===== src/rtl/vic_pkg.sv =====
// Package: shared widths and slot-map constants for the vectored interrupt controller.
// Assumes a 16-bit address space with two-byte vectors ending at the top.
package vic_pkg;
    localparam int ADDR_W     = 16;
    localparam int SLOT_W     = 5;
    localparam int FIRST_SLOT = 11;
    localparam logic [ADDR_W-1:0] VEC_BASE = 16'hFFC0;
    typedef logic [SLOT_W-1:0] slot_t;
endpackage


===== src/rtl/vic_req_latch.sv =====
// Module: conditions raw request lines into pending requests.
// Edge-type bits latch on a rising edge and clear on a targeted acknowledge.
// Level-type bits pass through live. EDGE_MASK picks the type of each bit.
module vic_req_latch #(
    parameter int             NSRC      = 21,
    parameter logic [NSRC-1:0] EDGE_MASK = '1
) (
    input  logic            clk,
    input  logic            rst_n,
    input  logic [NSRC-1:0] raw,
    input  logic [NSRC-1:0] clr,
    output logic [NSRC-1:0] pend
);
    for (genvar i = 0; i < NSRC; i++) begin : g_src
        if (EDGE_MASK[i]) begin : g_edge
            logic prev_q;
            logic held_q;
            // Remember the line and latch a rising edge; a new edge beats a clear.
            always_ff @(posedge clk) begin
                if (!rst_n) begin
                    prev_q <= 1'b0;
                    held_q <= 1'b0;
                end else begin
                    prev_q <= raw[i];
                    if (raw[i] && !prev_q) held_q <= 1'b1;
                    else if (clr[i])       held_q <= 1'b0;
                end
            end
            assign pend[i] = held_q;
        end else begin : g_level
            // A level source requests for as long as its line is high.
            assign pend[i] = raw[i];
        end
    end
endmodule


===== src/rtl/vic_prio_pick.sv =====
// Module: fixed-priority picker. The highest set bit of elig wins.
// Purely combinational; valid is low when nothing is eligible.
module vic_prio_pick #(
    parameter int NSRC  = 21,
    localparam int IDX_W = $clog2(NSRC)
) (
    input  logic [NSRC-1:0]  elig,
    output logic             valid,
    output logic [IDX_W-1:0] win
);
    // Scan upward so the last set bit, the highest priority, is kept.
    always_comb begin
        valid = 1'b0;
        win   = '0;
        for (int i = 0; i < NSRC; i++) begin
            if (elig[i]) begin
                valid = 1'b1;
                win   = IDX_W'(i);
            end
        end
    end
endmodule


===== src/rtl/vec_irq_ctrl.sv =====
// Module: vectored priority interrupt controller top.
// Source order (low to high): hw_req lines, swi, illegal opcode, watchdog,
// clock monitor, system reset. Source j sits at slot FIRST_SLOT + j.
// The top hardware line and everything above it are non-maskable.
// Assumes the CPU asserts ack for one cycle per presented request.
module vec_irq_ctrl
    import vic_pkg::*;
#(
    parameter int HW_LINES = 16,
    localparam int NSRC    = HW_LINES + 5,
    parameter logic [NSRC-1:0] EDGE_MASK = {5'b11111, 2'b00, {(HW_LINES-2){1'b1}}}
) (
    input  logic                clk,
    input  logic                rst_n,
    input  logic [HW_LINES-1:0] hw_req,
    input  logic [HW_LINES-1:0] hw_en,
    input  logic                gmask,
    input  logic                swi_req,
    input  logic                illop_req,
    input  logic                wdog_fail,
    input  logic                clkmon_fail,
    input  logic                sysrst_req,
    input  logic                ack,
    output logic                irq_pend,
    output logic [SLOT_W-1:0]   irq_idx,
    output logic [ADDR_W-1:0]   vec_addr
);
    localparam int IDX_W = $clog2(NSRC);
    localparam int NM_LO = HW_LINES - 1;
    localparam logic [NSRC-1:0] NMI_MASK = {{(NSRC-NM_LO){1'b1}}, {NM_LO{1'b0}}};

    logic [NSRC-1:0]  raw, pend, clr, allow, elig;
    logic             any;
    logic [IDX_W-1:0] win;
    logic [IDX_W-1:0] win_q;
    slot_t            slot;

    // Gather all sources in priority order.
    assign raw = {sysrst_req, clkmon_fail, wdog_fail, illop_req, swi_req, hw_req};

    // An acknowledge clears only the source that is being presented.
    always_comb begin
        clr = '0;
        if (irq_pend && ack) clr[win_q] = 1'b1;
    end

    vic_req_latch #(.NSRC(NSRC), .EDGE_MASK(EDGE_MASK)) u_latch (
        .clk  (clk),
        .rst_n(rst_n),
        .raw  (raw),
        .clr  (clr),
        .pend (pend)
    );

    // Maskable sources need their enable and a clear global mask.
    assign allow = NMI_MASK | ({{(NSRC-HW_LINES){1'b0}}, hw_en} & {NSRC{~gmask}});
    assign elig  = pend & allow;

    vic_prio_pick #(.NSRC(NSRC)) u_pick (
        .elig (elig),
        .valid(any),
        .win  (win)
    );

    assign slot = slot_t'(FIRST_SLOT) + slot_t'(win);

    // Capture a winner when idle; hold it until acknowledged.
    always_ff @(posedge clk) begin
        if (!rst_n) begin
            irq_pend <= 1'b0;
            irq_idx  <= '0;
            vec_addr <= '0;
            win_q    <= '0;
        end else if (irq_pend) begin
            if (ack) irq_pend <= 1'b0;
        end else if (any) begin
            irq_pend <= 1'b1;
            irq_idx  <= slot;
            win_q    <= win;
            vec_addr <= VEC_BASE + ADDR_W'({slot, 1'b0});
        end
    end
endmodule


===== config.mk =====
export PLATFORM = sky130hd
export DESIGN_NAME = vec_irq_ctrl
export DESIGN_NICKNAME = d
export VERILOG_FILES = /design/src/rtl/vic_pkg.sv /design/src/rtl/vic_req_latch.sv /design/src/rtl/vic_prio_pick.sv /design/src/rtl/vec_irq_ctrl.sv
export SDC_FILE = /design/constraint.sdc
export NUM_CORES = 1
export LEC_CHECK = 0
export BUFFER_PORTS_ARGS = -buffer_cell sky130_fd_sc_hd__buf_2
export CAP_MARGIN = 20
export CORE_MARGIN = 10
export CORE_UTILIZATION = 41
export CTS_BUF_LIST = sky130_fd_sc_hd__clkbuf_4
export DETAILED_ROUTE_END_ITERATION = 10
export MAX_ROUTING_LAYER = met4
export PLACE_DENSITY = 0.65
export SYNTH_ARGS = -nofsm -noshare
export SYNTH_HDL_FRONTEND = slang
export SYNTH_SLANG_ARGS = --single-unit

===== constraint.sdc =====
create_clock -name clk -period 2.52 [get_ports clk]
set_input_delay 0.504 -clock clk [delete_from_list [all_inputs] [get_ports clk]]
set_output_delay 0.504 -clock clk [all_outputs]
set_load 0.01 [all_outputs]

---- Yosys cells after proc, flatten, opt, wreduce, memory -nomap -nowiden ----
Index checks and enable logic that the tools add are counted.
W data, S select, Z words.
operators by class
  bitwise gates (word level) .............. 4
  reduce and logical (&&, ||, !) cells .... 60
  magnitude comparators ................... 2
  mux-type cells .......................... 85
  $add $sub $neg .......................... 2
operators with widths
  operator               count
  $mux W1                64
  $reduce_bool A2 Y1     19
  $mux W4                8
  $mux W5                5
  $and A21 B21 Y21       1
  $logic_and A1 B1 Y1    21
  $mux W21               1
  $logic_not A1 Y1       19
  $and A15 B15 Y15       1
  $mux W3                4
  $add A7 B7 Y8 const A  1
  $lt A5 B6 Y1 const B   1
  $add A4 B5 Y5 const A  1
  $demux W1 S5           1
  $ge A5 B1 Y1 const B   1
  $mux W2                2
  $not A1 Y1             2
  $reduce_and A2 Y1      1
storage, ports and cells
  output and inout bits ................... 22
  bits of input ports ..................... 41
  word-level logic and storage cells ...... 195
  register bits ........................... 65

---- Depth between registers and ports, before layout ----
Gate-level depths: netlist of the first run.
  depth after elaboration ................. 26
  gate-level depth with buffers ........... 10
  mapped depth without buffers ............ 10

---- By module ----
From an unflattened synthesis of the first run, not the netlist that was laid out.
second synthesis, totals
  cell total of the unflattened synthesis .. 313
  area, all modules ....................... 2591.2 sq um
by module, submodules not included
  module         sequential area each (sq um)  cells each  instances  area each (sq um)
  vic_req_latch  760.7                         139         1          1460.2
  vec_irq_ctrl   240.2                         136         1          917.1
  vic_prio_pick  0.0                           38          1          214.0

---- Worst setup path after synthesis of the first run ----
Ideal clock, no wire load.
  path kind ............................... input port to flip-flop
  from .................................... in hw_en[7]
  to ...................................... reg vec_addr[5]
  setup slack ............................. 453 ps
  library setup time ...................... 128 ps
  arrival ................................. 1940 ps
  path buffers ............................ 0
  required time ........................... 2392 ps
  cell stages on the path ................. 10
  path through ............................ a22oi_1 -> o21ai_0 -> a221oi_2 -> nor3_1 -> o31ai_1 -> ha_1 -> nand2b_1 -> a2bb2oi_1 -> mux2i_1 -> nor2_1
between the ends
  longest elaborated chain between the ends .. 18
  elaborated cells between the ends (all ways) .. 33
  classes of those cells .................. add/sub: 2; mux: 28; bitwise: 2; reduce/logical: 1
ends and longest elaborated chain
  what                    RTL line             RTL
  start: declaration      vec_irq_ctrl.sv:16   input logic [HW_LINES-1:0] hw_en,
  $and A15 B15 Y15 *      vec_irq_ctrl.sv:56   assign allow = NMI_MASK | ({{(NSRC-HW_LINES){1'b0}}, hw_en} & {NSRC{~gmask}});
  $and A21 B21 Y21 *      vec_irq_ctrl.sv:57   assign elig = pend & allow;
  $mux W3                 vic_prio_pick.sv:16  if (elig[i]) begin
  $mux W4 (8 in a row)    vic_prio_pick.sv:16
  $mux W5 (5 in a row)    vic_prio_pick.sv:16
  $add A4 B5 Y5           vec_irq_ctrl.sv:65   assign slot = slot_t'(FIRST_SLOT) + slot_t'(win);
  $add A7 B7 Y8           vec_irq_ctrl.sv:80   vec_addr <= VEC_BASE + ADDR_W'({slot, 1'b0});
  end signal: assignment  vec_irq_ctrl.sv:80
  end: declaration        vec_irq_ctrl.sv:26   output logic [ADDR_W-1:0] vec_addr
Every way passes the cells marked *; elsewhere a longest branch is shown, timed or not.
A chain may end at the register's enable or synchronous reset.

---- Final worst setup path of the first run ----
  from .................................... reg u_latch.g_src[20].g_edge.held_q
  to ...................................... reg vec_addr[5]
between the ends
  longest elaborated chain between the ends .. 4
  elaborated cells between the ends (all ways) .. 6
  classes of those cells .................. add/sub: 2; mux: 2; bitwise: 1; reduce/logical: 1
ends and longest elaborated chain
  what                      RTL line             RTL
  start: declaration        vic_req_latch.sv:17  logic held_q;
  start signal: assignment  vic_req_latch.sv:22  held_q <= 1'b0;
  start signal: assignment  vic_req_latch.sv:25  if (raw[i] && !prev_q) held_q <= 1'b1;
  start signal: assignment  vic_req_latch.sv:26  else if (clr[i]) held_q <= 1'b0;
  $and A21 B21 Y21          vec_irq_ctrl.sv:57
  $mux W5                   vic_prio_pick.sv:16
  $add A4 B5 Y5             vec_irq_ctrl.sv:65
  via slot[0]               vec_irq_ctrl.sv:36   slot_t slot;
  $add A7 B7 Y8             vec_irq_ctrl.sv:80
The timed path passes the listed nets, and every way through them passes these cells.

==> results.py, run 1 <==
metrics = {
    "clock_tree": {
        "insertion_delay_ns": 0.37,
        "cts_max_level": 2,
        "cts_buffer_depth": 2,
        "path_clk_slew_ns": 0.15,
        "cts_setup_buffers": 0,
        "cts_root_buf": "clkbuf_4",
        "cts_tree": "built",
        "clock_sinks": 50,
        "cts_buffers": 5,
        "cts_resized": 0,
        "ctsHoldBuffers": 0,
    },
    "placed_design": {
        "dpl.hpwl_mm": 4.34,
        "place_inst": 367,
        "io_buffers": 60,
        "dpl-instance-area_um2": 2540,
        "place_congestion": 0.856,
    },
    "detailed_routing": {
        "drc": 0,
        "drt_iter0_drc": 138,
        "wl_per_cell_um": 15.0,
        "wl_mm": 5.61,
        "routed_via_density": 5.13,
        "drt.antenna.violating_nets": 0,
        "drt_pass1_iterations": 4,
        "vias": 1923,
    },
    "floorplan": {
        "die-width_um": 94.5,
        "fp.coreArea_um2": 5440,
        "rows": 27,
        "io_pins": 63,
        "start_util": 0.418,
        "dieArea_um2": 8920,
        "die_h_um": 94.5,
    },
    "cells_and_area": {
        "fin_area_um2": 2640,
        "n_antenna_cell": 0,
        "final_nets": 344,
        "drive_above_1_share": 0.254,
        "fin_cells": 375,
        "syn2layout_area_growth_pct": 16.2,
    },
    "synth": {
        "syn_area_per_cell_um2": 8.99,
        "synth_flop_cell": "dfxtp_1",
        "synth_area_leaders": "dfxtp_1 44%, a21oi_1 6.4%, nand2b_1 6.3%",
        "syn_inst": 253,
        "syn_nets": 295,
        "netlist_top_cells_count": "50 x dfxtp_1, 29 x a21oi_1, 23 x nand2b_1",
        "synth_edf_count": 0,
        "ys_seq_area_frac": 0.440,
        "synth_top_area_frac": 0.440,
        "synth_top_cell_by_area": "dfxtp_1",
        "async_flop_share": 0,
        "synth_cell_types": 44,
        "synth_area_um2": 2270,
        "ys.warnings.count": 0,
        "ys_ff_latch": 50,
        "synth_most_common_cell": "dfxtp_1",
    },
    "timing": {
        "rsz0062_at_grt": "no",
        "slew_violations": 0,
        "final.min_clock_period_ns": 2.33,
        "hold_viol": 0,
        "skew_ns": 0.0148,
        "min_period_over_period": 0.924,
        "fmax_mhz": 429,
        "setup_viol": 0,
        "totalNegativeSetupSlack_ns": 0,
    },
    "critical_path": {
        "critPathKind": "reg -> reg",
        "required_ns": 2.83,
        "crit_start": "u_latch.g_src[20].g_edge.held_q$_SDFFE_PN0P_",
        "r2r_cells": 9,
        "end_kind": "register",
        "critPathLaunchType": "register",
        "crit_fanout": 5,
        "endpoint": "vec_addr[5]$_SDFFE_PN0P_",
        "r2r-start": "u_latch.g_src[20].g_edge.held_q$_SDFFE_PN0P_",
        "reg2reg_slack_ns": 0.19,
        "cp.arrival_ns": 2.64,
        "worstReg2RegEnd": "vec_addr[5]$_SDFFE_PN0P_",
    },
    "global_route": {
        "grt_pass1_vias": 1959,
        "grtUsageTotal": 0.134,
        "grt_first_pass_wirelength_mm": 9.23,
        "grt_max_degree": 25,
        "gr-total-overflow": 0,
        "antenna_found_initial": 0,
    },
    "power_and_ir_drop": {
        "p_per_area_nw_per_um2": 681,
        "p_leak_nw": 1.11,
        "ir_worst_vdd_mv": 0.360,
    },
    "min_path": {
        "hold_path_depth": 2,
        "worstHoldStart": "hw_req[13]",
        "hold_class": "in -> reg",
    },
    "run": {
        "cap_violations": 0,
    },
    "run_status": {
        "outcome": "finished clean",
    },
}
==> stage by stage <==
stage               utilization  setup WS [ns]  total power [mW]  hold WS [ns]
global placement          0.466          0.125              1.24         0.472
detailed placement        0.466         0.0415              1.25         0.473
CTS                       0.486          0.233              1.82         0.314
finish                    0.486          0.191              1.80         0.326
global route              0.486         0.0192              1.91         0.313
floorplan                     -          0.453              1.15         0.454
==> how the worst min path moves through the flow <==
| stage | to |
|---|---|
| 6_report | u_latch.g_src[13].g_edge.prev_q$_SDFF_PN0_ |
| 4_1_cts | u_latch.g_src[13].g_edge.prev_q$_SDFF_PN0_ |
| 2_1_floorplan | u_latch.g_src[0].g_edge.held_q$_SDFFE_PN0P_ |
| 5_1_grt | u_latch.g_src[10].g_edge.prev_q$_SDFF_PN0_ |
| 3_3_place_gp | u_latch.g_src[1].g_edge.held_q$_SDFFE_PN0P_ |
| 3_5_place_dp | u_latch.g_src[0].g_edge.held_q$_SDFFE_PN0P_ |
==> placed cells by master, fill, tap and decap left out, types with 3 or more instances in the layout <==
| cell | count |
|---|---|
| inv_1 | 5 |
| a22oi_1 | 6 |
| a211oi_1 | 3 |
| nand2_1 | 16 |
| clkbuf_4 | 5 |
| buf_2 | 60 |
| or3_1 | 4 |
| buf_4 | 3 |
| nand3b_1 | 3 |
| and2_1 | 20 |
| nand2b_1 | 23 |
| dfxtp_1 | 50 |
| a21oi_1 | 29 |
| o21ai_0 | 22 |
| nor2_1 | 9 |
==> sequential cells by signal (all words and copies together) (netlist names) <==
| signal | cells |
|---|---|
| u_latch.g_src.g_edge.held_q | 19 |
| u_latch.g_src.g_edge.prev_q | 19 |
| win_q | 5 |
| irq_idx | 4 |
| vec_addr | 2 |
| irq_pend | 1 |
==> layer usage <==
layer	vias up	routed length [um]	track usage
li1	981	-	-
met1	870	2440	0.164
met2	65	2650	0.206
met3	7	453	0.0365
met4	0	66	0.0499
met5	-	0	-
==> cell type report <==
type / instances / area, um2
Fill cell: 544 / 2800
Multi-Input combinational cell: 176 / 1100
Sequential cell: 50 / 1000
Timing Repair Buffer: 63 / 323
Tap cell: 72 / 90.1
Clock inverter: 3 / 68.8
Clock buffer: 5 / 37.5
Inverter: 6 / 22.5
==> cell families (layout without fill, tap and decap cells) <==
kind of cell	count (synthesis)	in the layout	share of synthesized area
and+or+nand+nor	89	89	0.239
DFF	50	50	0.440
muxes	2	2	0.00881
xor gates and xnor gates	1	1	0.00385
buffers and inverters	27	77	0.0759
AOI/OAI and AO/OA	82	82	0.225
other	1	1	0.00165
adders and majority gates	1	1	0.00550
==> power breakdown <==
part	switching [mW]	leakage (nW)	internal, mW	total [mW]
sequential	0.0500	0.417	0.853	0.903
combinational	0.175	0.640	0.149	0.324
clock	0.263	0.0554	0.310	0.573
==> critical path: stages (launching register included) <==
cell	delay [ns]
dfxtp_1	0.38
or3_1	0.41
a211oi_1	0.32
nand4b_1	0.18
o21a_1	0.25
ha_1	0.25
nand2b_1	0.16
a2bb2oi_1	0.15
mux2i_1	0.09
nor2_1	0.08
Power figures use the tool's default switching activity.
==> run 2, diff against run 1 <==
- CELL_PAD_IN_SITES_DETAIL_PLACEMENT: default -> 1
- CELL_PAD_IN_SITES_GLOBAL_PLACEMENT: default -> 1
- CORE_UTILIZATION: 41 -> 40
- PLACE_DENSITY: 0.65 -> default
- PLACE_DENSITY_LB_ADDON: default -> 0.1
==> run 2 against run 1 <==
Net effect:
- utilization fell by 1.2 points
- final cell count rose by 0.53%
- hold slack improved by 0.017 ns
- critical path type unchanged
- critical endpoint unchanged
- highest routed layer unchanged
==> results.py, run 2 (synthesis results as in run 1) <==
metrics = {
    "floorplan": {
        "start_util": 0.413,
        "dieArea_um2": 9100,
        "fp.coreArea_um2": 5510,
        "die-width_um": 95.4,
        "io_pins": 63,
        "rows": 27,
        "die_h_um": 95.4,
    },
    "global_route": {
        "grt_max_degree": 25,
        "grt_pass1_vias": 2041,
        "grtUsageTotal": 0.143,
        "gr-usage-met3": 0.0416,
        "met1_usage": 0.169,
        "use_met2": 0.234,
        "grt_first_pass_wirelength_mm": 9.94,
        "gr-total-overflow": 0,
        "antenna_found_initial": 0,
        "grt_busiest_layer": "met2",
    },
    "timing": {
        "rsz0062_at_grt": "no",
        "max_slew_margin": 0.660,
        "fmax_mhz": 444,
        "min_period_over_period": 0.893,
        "final.min_clock_period_ns": 2.25,
        "worst_pin_slew_ns": 0.508,
        "slew_violations": 0,
        "totalNegativeSetupSlack_ns": 0,
        "setup_viol": 0,
        "hold_viol": 0,
        "final.setup.worst_slack_ns": 0.269,
        "skew_ns": 0.00818,
    },
    "clock_tree": {
        "cts_buffers": 5,
        "ctsHoldBuffers": 0,
        "insertion_delay_ns": 0.36,
        "cts_resized": 0,
        "clock_sinks": 50,
        "cts_setup_buffers": 0,
        "cts_max_level": 2,
        "path_clk_slew_ns": 0.14,
        "cts_root_buf": "clkbuf_4",
        "cts_buffer_depth": 2,
        "cts_tree": "built",
    },
    "placed_design": {
        "io_buffers": 60,
        "dpl-instance-area_um2": 2550,
        "dp_slack_ns": 0.0940,
        "dpl.hpwl_mm": 4.89,
        "place_congestion": 0.882,
        "place_inst": 369,
    },
    "critical_path": {
        "crit_fanout": 3,
        "critPathKind": "reg -> reg",
        "r2r_cells": 9,
        "critPathLaunchType": "register",
        "max_stage_delay_ns": 0.42,
        "slowest_stage": "or3_1",
        "crit_family": "simple AND/OR/NAND/NOR gates",
        "end_kind": "register",
        "crit_chain": "or3_1, a211oi_1, nand4b_1, o21a_1, ha_1, nand2b_1, a2bb2oi_1, mux2i_1, nor2_1",
        "reg2reg_slack_ns": 0.27,
        "crit_cells": 9,
        "path_buf_inv": 0,
        "cp.arrival_ns": 2.56,
        "required_ns": 2.83,
    },
    "detailed_routing": {
        "drt_iter0_drc": 55,
        "wl_mm": 6.21,
        "vias": 1963,
        "wl_per_cell_um": 16.5,
        "drt_pass1_iterations": 4,
        "drt.antenna.violating_nets": 0,
        "drc": 0,
        "routed_via_density": 5.21,
    },
    "power_and_ir_drop": {
        "p_leak_nw": 1.10,
        "comb_power_share": 0.210,
        "swShare": 0.301,
        "pwr-share-seq": 0.559,
        "p_per_area_nw_per_um2": 618,
        "p_sw_mw": 0.485,
        "finalPower_mw": 1.61,
        "ir_worst_vdd_mv": 0.293,
        "intPower_mw": 1.13,
        "pwr-share-clk": 0.231,
    },
    "cells_and_area": {
        "final_nets": 346,
        "largest_registers": "u_latch.g_src.g_edge.held_q: 19 flops, u_latch.g_src.g_edge.prev_q: 19 flops, win_q: 5 flops",
        "n_antenna_cell": 0,
        "drive_above_1_share": 0.259,
        "syn2layout_area_growth_pct": 14.8,
        "layout_common_cells": "60 x buf_2, 50 x dfxtp_1, 29 x a21oi_1",
        "fin_cells": 377,
        "final_common_cell": "buf_2",
        "fin_area_um2": 2610,
        "nFillCells": 667,
    },
    "run_status": {
        "outcome": "finished clean",
    },
    "run": {
        "cap_violations": 0,
    },
    "min_path": {
        "hold_path_depth": 2,
        "hold_class": "in -> reg",
    },
}
run 2: cell count changes in the layout (fill, tap and decap cells not counted), sizes merged:
| cell | before | now |
|---|---|---|
| buf | 63 | 65 |
| bufinv | 2 | 0 |
| clkbuf | 5 | 6 |
| clkinv | 2 | 3 |
run 2: worst register-to-register path, stage by stage, from the launching register on:
cell	delay (ns)
dfxtp_1	0.34
or3_1	0.42
a211oi_1	0.30
nand4b_1	0.17
o21a_1	0.25
ha_1	0.25
nand2b_1	0.15
a2bb2oi_1	0.14
mux2i_1	0.09
nor2_1	0.08
run 2: path summary, 6_finish.rpt:
kind                                           startpoint                                      endpoint
max          u_latch.g_src[20].g_edge.held_q$_SDFFE_PN0P_                      vec_addr[5]$_SDFFE_PN0P_
min                                           clkmon_fail    u_latch.g_src[19].g_edge.prev_q$_SDFF_PN0_
max reg2reg  u_latch.g_src[20].g_edge.held_q$_SDFFE_PN0P_                      vec_addr[5]$_SDFFE_PN0P_
min reg2reg    u_latch.g_src[20].g_edge.prev_q$_SDFF_PN0_  u_latch.g_src[20].g_edge.held_q$_SDFFE_PN0P_
run 2: area by class of cell:
cell class,count,area (um2),area share
clock inverters,2,13.8,0.00527
repair buffers,65,338,0.129
flip-flops and latches,50,1000,0.384
multi-input cells,176,1100,0.421
inverters,6,22.5,0.00863
clock buffers,6,45.0,0.0173
well taps,72,90.1,0.0345
run 2: stage by stage:
stage | utilization | hold slack (ns)
after floorplan | - | 0.454
after detailed placement | 0.463 | 0.477
after global routing | 0.474 | 0.319
after CTS | 0.474 | 0.333
final | 0.474 | 0.343
after global placement | 0.463 | 0.471
run 2: power groups by stage:
stage / clock network, mW / logic (mW) / registers (mW)
2_1_floorplan: 0 / 0.235 / 0.915
3_3_place_gp: 0 / 0.336 / 0.915
3_5_place_dp: 0 / 0.344 / 0.918
4_1_cts: 0.390 / 0.345 / 0.901
5_1_grt: 0.425 / 0.382 / 0.912
6_report: 0.372 / 0.338 / 0.901
run 2: routing by layer:
metal | wire [um] | up-vias
li1 | - | 981
met1 | 2830 | 931
met2 | 2950 | 45
met3 | 370 | 6
met4 | 61 | 0
met5 | 0 | -
